--- config.mk ---
export PLATFORM = sky130hd
export DESIGN_NAME = rtc_time_sequencer
export DESIGN_NICKNAME = d
export VERILOG_FILES = /design/src/rtl/rtc_seq_pkg.sv /design/src/rtl/rtc_seq_timer.sv /design/src/rtl/rtc_seq_calendar.sv /design/src/rtl/rtc_time_sequencer.sv
export SDC_FILE = /design/constraint.sdc
export NUM_CORES = 1
export LEC_CHECK = 0
export ABC_CLOCK_PERIOD_IN_PS = 17300
export CAP_MARGIN = 0
export CORE_MARGIN = 1.5
export CORE_UTILIZATION = 55
export DETAILED_ROUTE_END_ITERATION = 8
export DONT_BUFFER_PORTS = 1
export MAX_ROUTING_LAYER = met4
export PLACE_DENSITY = 0.81
export SLEW_MARGIN = 40
export SYNTH_ARGS = -nofsm -noshare
export SYNTH_HDL_FRONTEND = slang
export SYNTH_SLANG_ARGS = --single-unit
--- constraint.sdc ---
create_clock -name clk -period 17.3 [get_ports clk]
set_input_delay 0.865 -clock clk [delete_from_list [all_inputs] [get_ports clk]]
set_output_delay 0.865 -clock clk [all_outputs]
set_load 0.05 [all_outputs]
--- src/rtl/rtc_seq_pkg.sv ---
package rtc_seq_pkg;

    localparam logic [3:0] IDX_SEC = 4'd0;
    localparam logic [3:0] IDX_MIN = 4'd2;
    localparam logic [3:0] IDX_HR  = 4'd4;
    localparam logic [3:0] IDX_DOW = 4'd6;
    localparam logic [3:0] IDX_DOM = 4'd7;
    localparam logic [3:0] IDX_MON = 4'd8;
    localparam logic [3:0] IDX_YR  = 4'd9;
    localparam logic [3:0] IDX_CA  = 4'd10;
    localparam logic [3:0] IDX_CB  = 4'd11;
    localparam logic [3:0] IDX_CC  = 4'd12;
    localparam logic [3:0] IDX_CD  = 4'd13;

    localparam int unsigned CB_FREEZE = 7;
    localparam int unsigned CB_BINARY = 2;
    localparam int unsigned CB_H24    = 1;

    localparam logic [7:0] CB_RESET   = 8'h02;
    localparam logic [7:0] CD_VALUE   = 8'h80;

    typedef struct packed {
        logic [7:0] sec;
        logic [7:0] min;
        logic [7:0] hr;
        logic [7:0] dow;
        logic [7:0] dom;
        logic [7:0] mon;
        logic [7:0] yr;
    } rtc_time_t;

    typedef struct packed {
        logic binary;
        logic h24;
    } rtc_fmt_t;

    localparam rtc_time_t TIME_RESET = '{sec: 8'h00, min: 8'h00, hr: 8'h00,
                                         dow: 8'h01, dom: 8'h01, mon: 8'h01,
                                         yr: 8'h00};

    // Stored field -> binary value 0..99
    function automatic logic [6:0] fmt_to_bin(input logic [7:0] v, input logic binary);
        logic [6:0] r;
        if (binary) r = v[6:0];
        else        r = {3'b000, v[7:4]} * 7'd10 + {3'b000, v[3:0]};
        return r;
    endfunction

    // Binary value 0..99 -> stored field
    function automatic logic [7:0] bin_to_fmt(input logic [6:0] n, input logic binary);
        logic [6:0] tens;
        logic [6:0] units;
        tens  = n / 7'd10;
        units = n % 7'd10;
        if (binary) return {1'b0, n};
        return {tens[3:0], units[3:0]};
    endfunction

    // Stored hour field -> 0..23
    function automatic logic [6:0] hr_to_24(input logic [7:0] v, input logic binary,
                                            input logic h24);
        logic [6:0] h;
        if (h24) return fmt_to_bin(v, binary);
        h = fmt_to_bin({1'b0, v[6:0]}, binary);
        if (h == 7'd12) h = 7'd0;
        return h + (v[7] ? 7'd12 : 7'd0);
    endfunction

    // 0..23 -> stored hour field
    function automatic logic [7:0] hr_from_24(input logic [6:0] h, input logic binary,
                                              input logic h24);
        logic [6:0] hh;
        logic [7:0] enc;
        if (h24) return bin_to_fmt(h, binary);
        hh = (h >= 7'd12) ? h - 7'd12 : h;
        if (hh == 7'd0) hh = 7'd12;
        enc = bin_to_fmt(hh, binary);
        return {(h >= 7'd12), enc[6:0]};
    endfunction

    function automatic logic [6:0] month_len(input logic [6:0] mon, input logic [6:0] yr);
        case (mon)
            7'd2:                    return (yr[1:0] == 2'b00) ? 7'd29 : 7'd28;
            7'd4, 7'd6, 7'd9, 7'd11: return 7'd30;
            default:                 return 7'd31;
        endcase
    endfunction

endpackage

--- src/rtl/rtc_seq_timer.sv ---
module rtc_seq_timer
    import rtc_seq_pkg::*;
#(
    parameter int unsigned LEAD_CYC = 3,
    parameter int unsigned UPD_CYC  = 5
) (
    input  logic clk,
    input  logic rst,
    input  logic tick,
    input  logic freeze,
    output logic busy,
    output logic commit
);
    localparam int unsigned WIN = LEAD_CYC + UPD_CYC;
    localparam int unsigned CW  = $clog2(WIN + 1);
    localparam logic [CW-1:0] LAST = CW'(WIN - 1);

    logic [CW-1:0] cnt;

    assign commit = busy && (cnt == LAST) && !freeze;

    always_ff @(posedge clk) begin
        if (rst || freeze) begin
            busy <= 1'b0;
            cnt  <= '0;
        end else if (busy) begin
            if (cnt == LAST) begin
                busy <= 1'b0;
                cnt  <= '0;
            end else begin
                cnt <= cnt + CW'(1);
            end
        end else if (tick) begin
            busy <= 1'b1;
            cnt  <= '0;
        end
    end

    AST_RISE_FROM_TICK: assert property (@(posedge clk) disable iff (rst)
        $rose(busy) |-> $past(tick));
    AST_COMMIT_CLOSES: assert property (@(posedge clk) disable iff (rst)
        commit |=> (!busy && cnt == '0));
    AST_NO_RETRIGGER: assert property (@(posedge clk) disable iff (rst)
        (busy && !commit && !freeze) |=> (busy && cnt == $past(cnt) + CW'(1)));
    AST_FREEZE_IDLE: assert property (@(posedge clk) disable iff (rst)
        freeze |=> !busy);

endmodule

--- src/rtl/rtc_seq_calendar.sv ---
module rtc_seq_calendar
    import rtc_seq_pkg::*;
(
    input  rtc_time_t cur,
    input  rtc_fmt_t  fmt,
    output rtc_time_t nxt
);
    logic [6:0] s, m, h, w, d, mo, y;
    logic [6:0] ns, nm, nh, nw, nd, nmo, ny;
    logic       c_min, c_hr, c_day, c_mon, c_yr;

    always_comb begin
        s  = fmt_to_bin(cur.sec, fmt.binary);
        m  = fmt_to_bin(cur.min, fmt.binary);
        h  = hr_to_24(cur.hr, fmt.binary, fmt.h24);
        w  = fmt_to_bin(cur.dow, fmt.binary);
        d  = fmt_to_bin(cur.dom, fmt.binary);
        mo = fmt_to_bin(cur.mon, fmt.binary);
        y  = fmt_to_bin(cur.yr, fmt.binary);

        c_min = (s >= 7'd59);
        c_hr  = c_min && (m >= 7'd59);
        c_day = c_hr && (h >= 7'd23);
        c_mon = c_day && (d >= month_len(mo, y));
        c_yr  = c_mon && (mo >= 7'd12);

        ns  = c_min ? 7'd0 : s + 7'd1;
        nm  = c_min ? (c_hr ? 7'd0 : m + 7'd1) : m;
        nh  = c_hr ? (c_day ? 7'd0 : h + 7'd1) : h;
        nw  = c_day ? ((w >= 7'd7) ? 7'd1 : w + 7'd1) : w;
        nd  = c_day ? (c_mon ? 7'd1 : d + 7'd1) : d;
        nmo = c_mon ? (c_yr ? 7'd1 : mo + 7'd1) : mo;
        ny  = c_yr ? ((y >= 7'd99) ? 7'd0 : y + 7'd1) : y;

        nxt.sec = bin_to_fmt(ns, fmt.binary);
        nxt.min = bin_to_fmt(nm, fmt.binary);
        nxt.hr  = hr_from_24(nh, fmt.binary, fmt.h24);
        nxt.dow = bin_to_fmt(nw, fmt.binary);
        nxt.dom = bin_to_fmt(nd, fmt.binary);
        nxt.mon = bin_to_fmt(nmo, fmt.binary);
        nxt.yr  = bin_to_fmt(ny, fmt.binary);
    end

endmodule

--- src/rtl/rtc_time_sequencer.sv ---
module rtc_time_sequencer
    import rtc_seq_pkg::*;
#(
    parameter int unsigned LEAD_CYC = 3,
    parameter int unsigned UPD_CYC  = 5
) (
    input  logic       clk,
    input  logic       rst,
    input  logic       sec_tick,
    input  logic [3:0] reg_addr,
    input  logic       reg_we,
    input  logic [7:0] reg_wdata,
    output logic [7:0] reg_rdata
);
    rtc_time_t  tm;
    rtc_time_t  tm_next;
    rtc_fmt_t   fmt;
    logic [6:0] ctl_a;
    logic [7:0] ctl_b;
    logic       uip;
    logic       commit;
    logic       past_ok;

    assign fmt = '{binary: ctl_b[CB_BINARY], h24: ctl_b[CB_H24]};

    rtc_seq_timer #(
        .LEAD_CYC (LEAD_CYC),
        .UPD_CYC  (UPD_CYC)
    ) u_timer (
        .clk    (clk),
        .rst    (rst),
        .tick   (sec_tick),
        .freeze (ctl_b[CB_FREEZE]),
        .busy   (uip),
        .commit (commit)
    );

    rtc_seq_calendar u_cal (
        .cur (tm),
        .fmt (fmt),
        .nxt (tm_next)
    );

    always_ff @(posedge clk) begin
        if (rst) begin
            tm    <= TIME_RESET;
            ctl_a <= '0;
            ctl_b <= CB_RESET;
        end else begin
            if (commit) tm <= tm_next;
            if (reg_we) begin
                case (reg_addr)
                    IDX_SEC: tm.sec <= reg_wdata;
                    IDX_MIN: tm.min <= reg_wdata;
                    IDX_HR:  tm.hr  <= reg_wdata;
                    IDX_DOW: tm.dow <= reg_wdata;
                    IDX_DOM: tm.dom <= reg_wdata;
                    IDX_MON: tm.mon <= reg_wdata;
                    IDX_YR:  tm.yr  <= reg_wdata;
                    IDX_CA:  ctl_a  <= reg_wdata[6:0];
                    IDX_CB:  ctl_b  <= reg_wdata;
                    default: ;
                endcase
            end
        end
    end

    always_comb begin
        case (reg_addr)
            IDX_SEC: reg_rdata = tm.sec;
            IDX_MIN: reg_rdata = tm.min;
            IDX_HR:  reg_rdata = tm.hr;
            IDX_DOW: reg_rdata = tm.dow;
            IDX_DOM: reg_rdata = tm.dom;
            IDX_MON: reg_rdata = tm.mon;
            IDX_YR:  reg_rdata = tm.yr;
            IDX_CA:  reg_rdata = {uip, ctl_a};
            IDX_CB:  reg_rdata = ctl_b;
            IDX_CC:  reg_rdata = 8'h00;
            IDX_CD:  reg_rdata = CD_VALUE;
            default: reg_rdata = 8'h00;
        endcase
    end

    always_ff @(posedge clk) begin
        if (rst) past_ok <= 1'b0;
        else     past_ok <= 1'b1;
    end

    AST_STABLE_IDLE: assert property (@(posedge clk) disable iff (rst)
        (past_ok && !uip && !$past(uip) && !$past(reg_we)) |-> $stable(tm));
    AST_FREEZE_HOLDS: assert property (@(posedge clk) disable iff (rst)
        (past_ok && $past(ctl_b[CB_FREEZE]) && !$past(reg_we)) |-> $stable(tm));

endmodule

==> summary.md <==
| Metric | Value |
|---|---|
| Status | `complete, no violations` |
| Inserted Diodes | `0` |
| Initial Utilization | `55.9%` |
| Fin crit share | `58.6%` |
| Dpl hpwl | `26200 um` |
| CP Data Required Time | `17530 ps` |
| Worst slack, placed | `7330 ps` |
| CTS Hold Bufs | `0` |
| Most frequent CP cell | `ha_1` |
| Family with the most delay on the worst path | `compound AO/OA/AOI/OAI gates` |
| Number of flops mapped to enable cells by yosys | `0` |
| Synthesis-to-layout area growth | `2.93%` |
| Post-CTS setup repair buffer count | `0` |
| Fraction of registers with async set/reset | `0%` |
| Setup CP Type | `reg2reg` |
| Cells taking the most area after synthesis | `dfxtp_1 13%, ha_1 8.7%, a21oi_1 5.6%` |
| Area leader, netlist | `dfxtp_1` |
| Core box area | `20200 um^2` |
| CTS max path bufs | `2` |
| CP max stage cell | `o32a_1` |
| Crit path capture type | `register` |
| DRT Pass-1 Iters | `5` |
| Gate Count Post-Synth | `1568` |
| Layout cells sized above 1 | `7.70%` |
| Slew margin rel. | `45.6%` |
| Crit path launch type | `register` |
| CTS tree | `yes` |
| RSZ-0062 raised after global routing | `no` |
| Synth Net Count | `1677` |
| GRT overflow | `0` |
| Total CTS buffers | `9` |
| CP arrival | `10360 ps` |
| Synthesized area per cell | `7.19 um^2` |
| Most frequent cell after synthesis | `nor2_1` |
| Post-synth top cells | `163 x nor2_1, 150 x nand2_1, 127 x a21oi_1` |
| Synth cell types | `99` |
| Vias | `12300` |
| #FFs+latches synth | `76` |
| First-pass GRT wire length | `58800 um` |
| HP Class | `reg2reg` |
| Final Skew | `9.09 ps` |
| CTS sink cnt | `76` |
| Clk_lat worst skew | `350 ps` |
| Largest net degree at the start of global routing | `75` |
| Post-route ant nets | `0` |
| Worst Path Max Fanout | `15` |
| Fin crit period | `10140 ps` |
| Root Buffer | `clkbuf_16` |
| CTS H-tree depth | `3` |
| Worst-path clk slew | `60 ps` |
| Vias in the first global route | `11300` |
| # nets final | `1598` |
| Die Footprint | `21400 um^2` |
| FP Rows | `52` |
| Synth Cell Area | `11300 um^2` |
| Global placer's final weighted congestion | `1.06` |
| Seq/Total Area, Yosys | `13.5%` |
| Area after DPL | `11300 um^2` |
| Leak | `0.00448 uW` |
| Setup ws final | `7160 ps` |
| Fin. Hold Viols | `0` |
| Resized cells post-CTS | `0` |
| Final WL | `36500 um` |
| Post-synth top area share | `13.5%` |
| Post-route cell area | `11600 um^2` |
| Worst slew pin tran | `816 ps` |
| Commonest register cell after synthesis | `dfxtp_1` |
| Initial antenna violation count | `0` |
| DRT iter0 DRCs | `1413` |
| Worst path max stage delay | `590 ps` |
| IO Pins | `24` |
| Worst-case vdd ir drop | `0.0714 mV` |
| Maxcap violations | `0` |
| Port bufs | `0` |
| Worst Path Buf+Inv | `1` |
| Hold_ws | `495 ps` |
| Via density | `6.96` |
| Maximum clock rate | `0.0986 GHz` |
| Total GRT Usage | `34.7%` |
| Power per cell area | `51.1 nW/um^2` |
| Ys Warns | `0` |
| Die Span Y | `146 um` |
| Setup violations, final | `0` |
| Residual DRC | `0` |
| Setup_tns | `0 ps` |
| Final Max Slew Viols | `0` |
| Die W | `146 um` |
| WL/cell | `20.7 um` |
flip-flops by register name, summed over array words and instances, names as in the netlist:
register      flops
u_timer.cnt       4
u_timer.busy      1
ctl_a             7
tm               56
ctl_b             8
logic make-up after synthesis:
logic type / synth area share, %
flops: 13.5
xor+xnor: 3.64
buf+inv: 5.49
mux: 7.57
compound gates: 33.2
fa+ha+maj: 11.6
simple gates: 25.0
worst min-delay path, delay by kind of cell (launching register included):
family	cells	cell delay [ps]
flops	1	320
mux	1	70
simple gates	1	70
final cells by class:
| type | count | area (um^2) |
|---|---|---|
| Clock buffer | 9 | 225 |
| Clock inverter | 7 | 51.3 |
| Fill cell | 1900 | 8560 |
| Inverter | 50 | 190 |
| Multi-Input combinational cell | 1338 | 9170 |
| Sequential cell | 76 | 1530 |
| Tap cell | 270 | 338 |
| Timing Repair Buffer | 14 | 103 |
through the flow:
step / cells / utilization [%] / total power, uW
3_5_place_dp: 1747 / 56.1 / 410
2_1_floorplan: 1568 / - / 376
3_3_place_gp: 1746 / 55.9 / 404
5_1_grt: 1764 / 57.5 / 626
6_report: 1764 / 57.5 / 593
4_1_cts: 1763 / 57.5 / 589
final timing paths:
| path | from | cells after the start | slack, ps | endpoint |
|---|---|---|---|---|
| setup / recovery | tm[36]$_SDFF_PP0_ | 37 | 7160 | tm[33]$_SDFF_PP0_ |
| hold / removal | ctl_b[6]$_SDFFE_PP0P_ | 2 | 500 | ctl_b[6]$_SDFFE_PP0P_ |
| setup reg to reg | tm[36]$_SDFF_PP0_ | 37 | 7160 | tm[33]$_SDFF_PP0_ |
| hold reg to reg | ctl_b[6]$_SDFFE_PP0P_ | 2 | 500 | ctl_b[6]$_SDFFE_PP0P_ |
power breakdown:
part	internal [uW]	switching, uW
combinational	91.3	135
sequential	178	7.11
clock	97.6	83.1
placed cells by master (no fill, tap or decap), drive strengths merged, types with 32 or more instances in the layout:
master / n
a211oi: 43
xnor2: 32
nor2: 166
nand3: 50
o21ai: 96
dfxtp: 76
nor3: 60
a21oi: 129
ha: 78
o211ai: 37
nand2: 151
inv: 49
mux2i: 50
per-layer routing:
layer  track usage, %  up-vias  share of wire (%)
li1                 -     5765                  -
met1             43.9     5714                 41
met2             53.6      671                 44
met3             6.50      136                 10
met4             15.7        0                4.4
met5                -        -                  0
No activity file was read; power rests on OpenSTA's default activity.
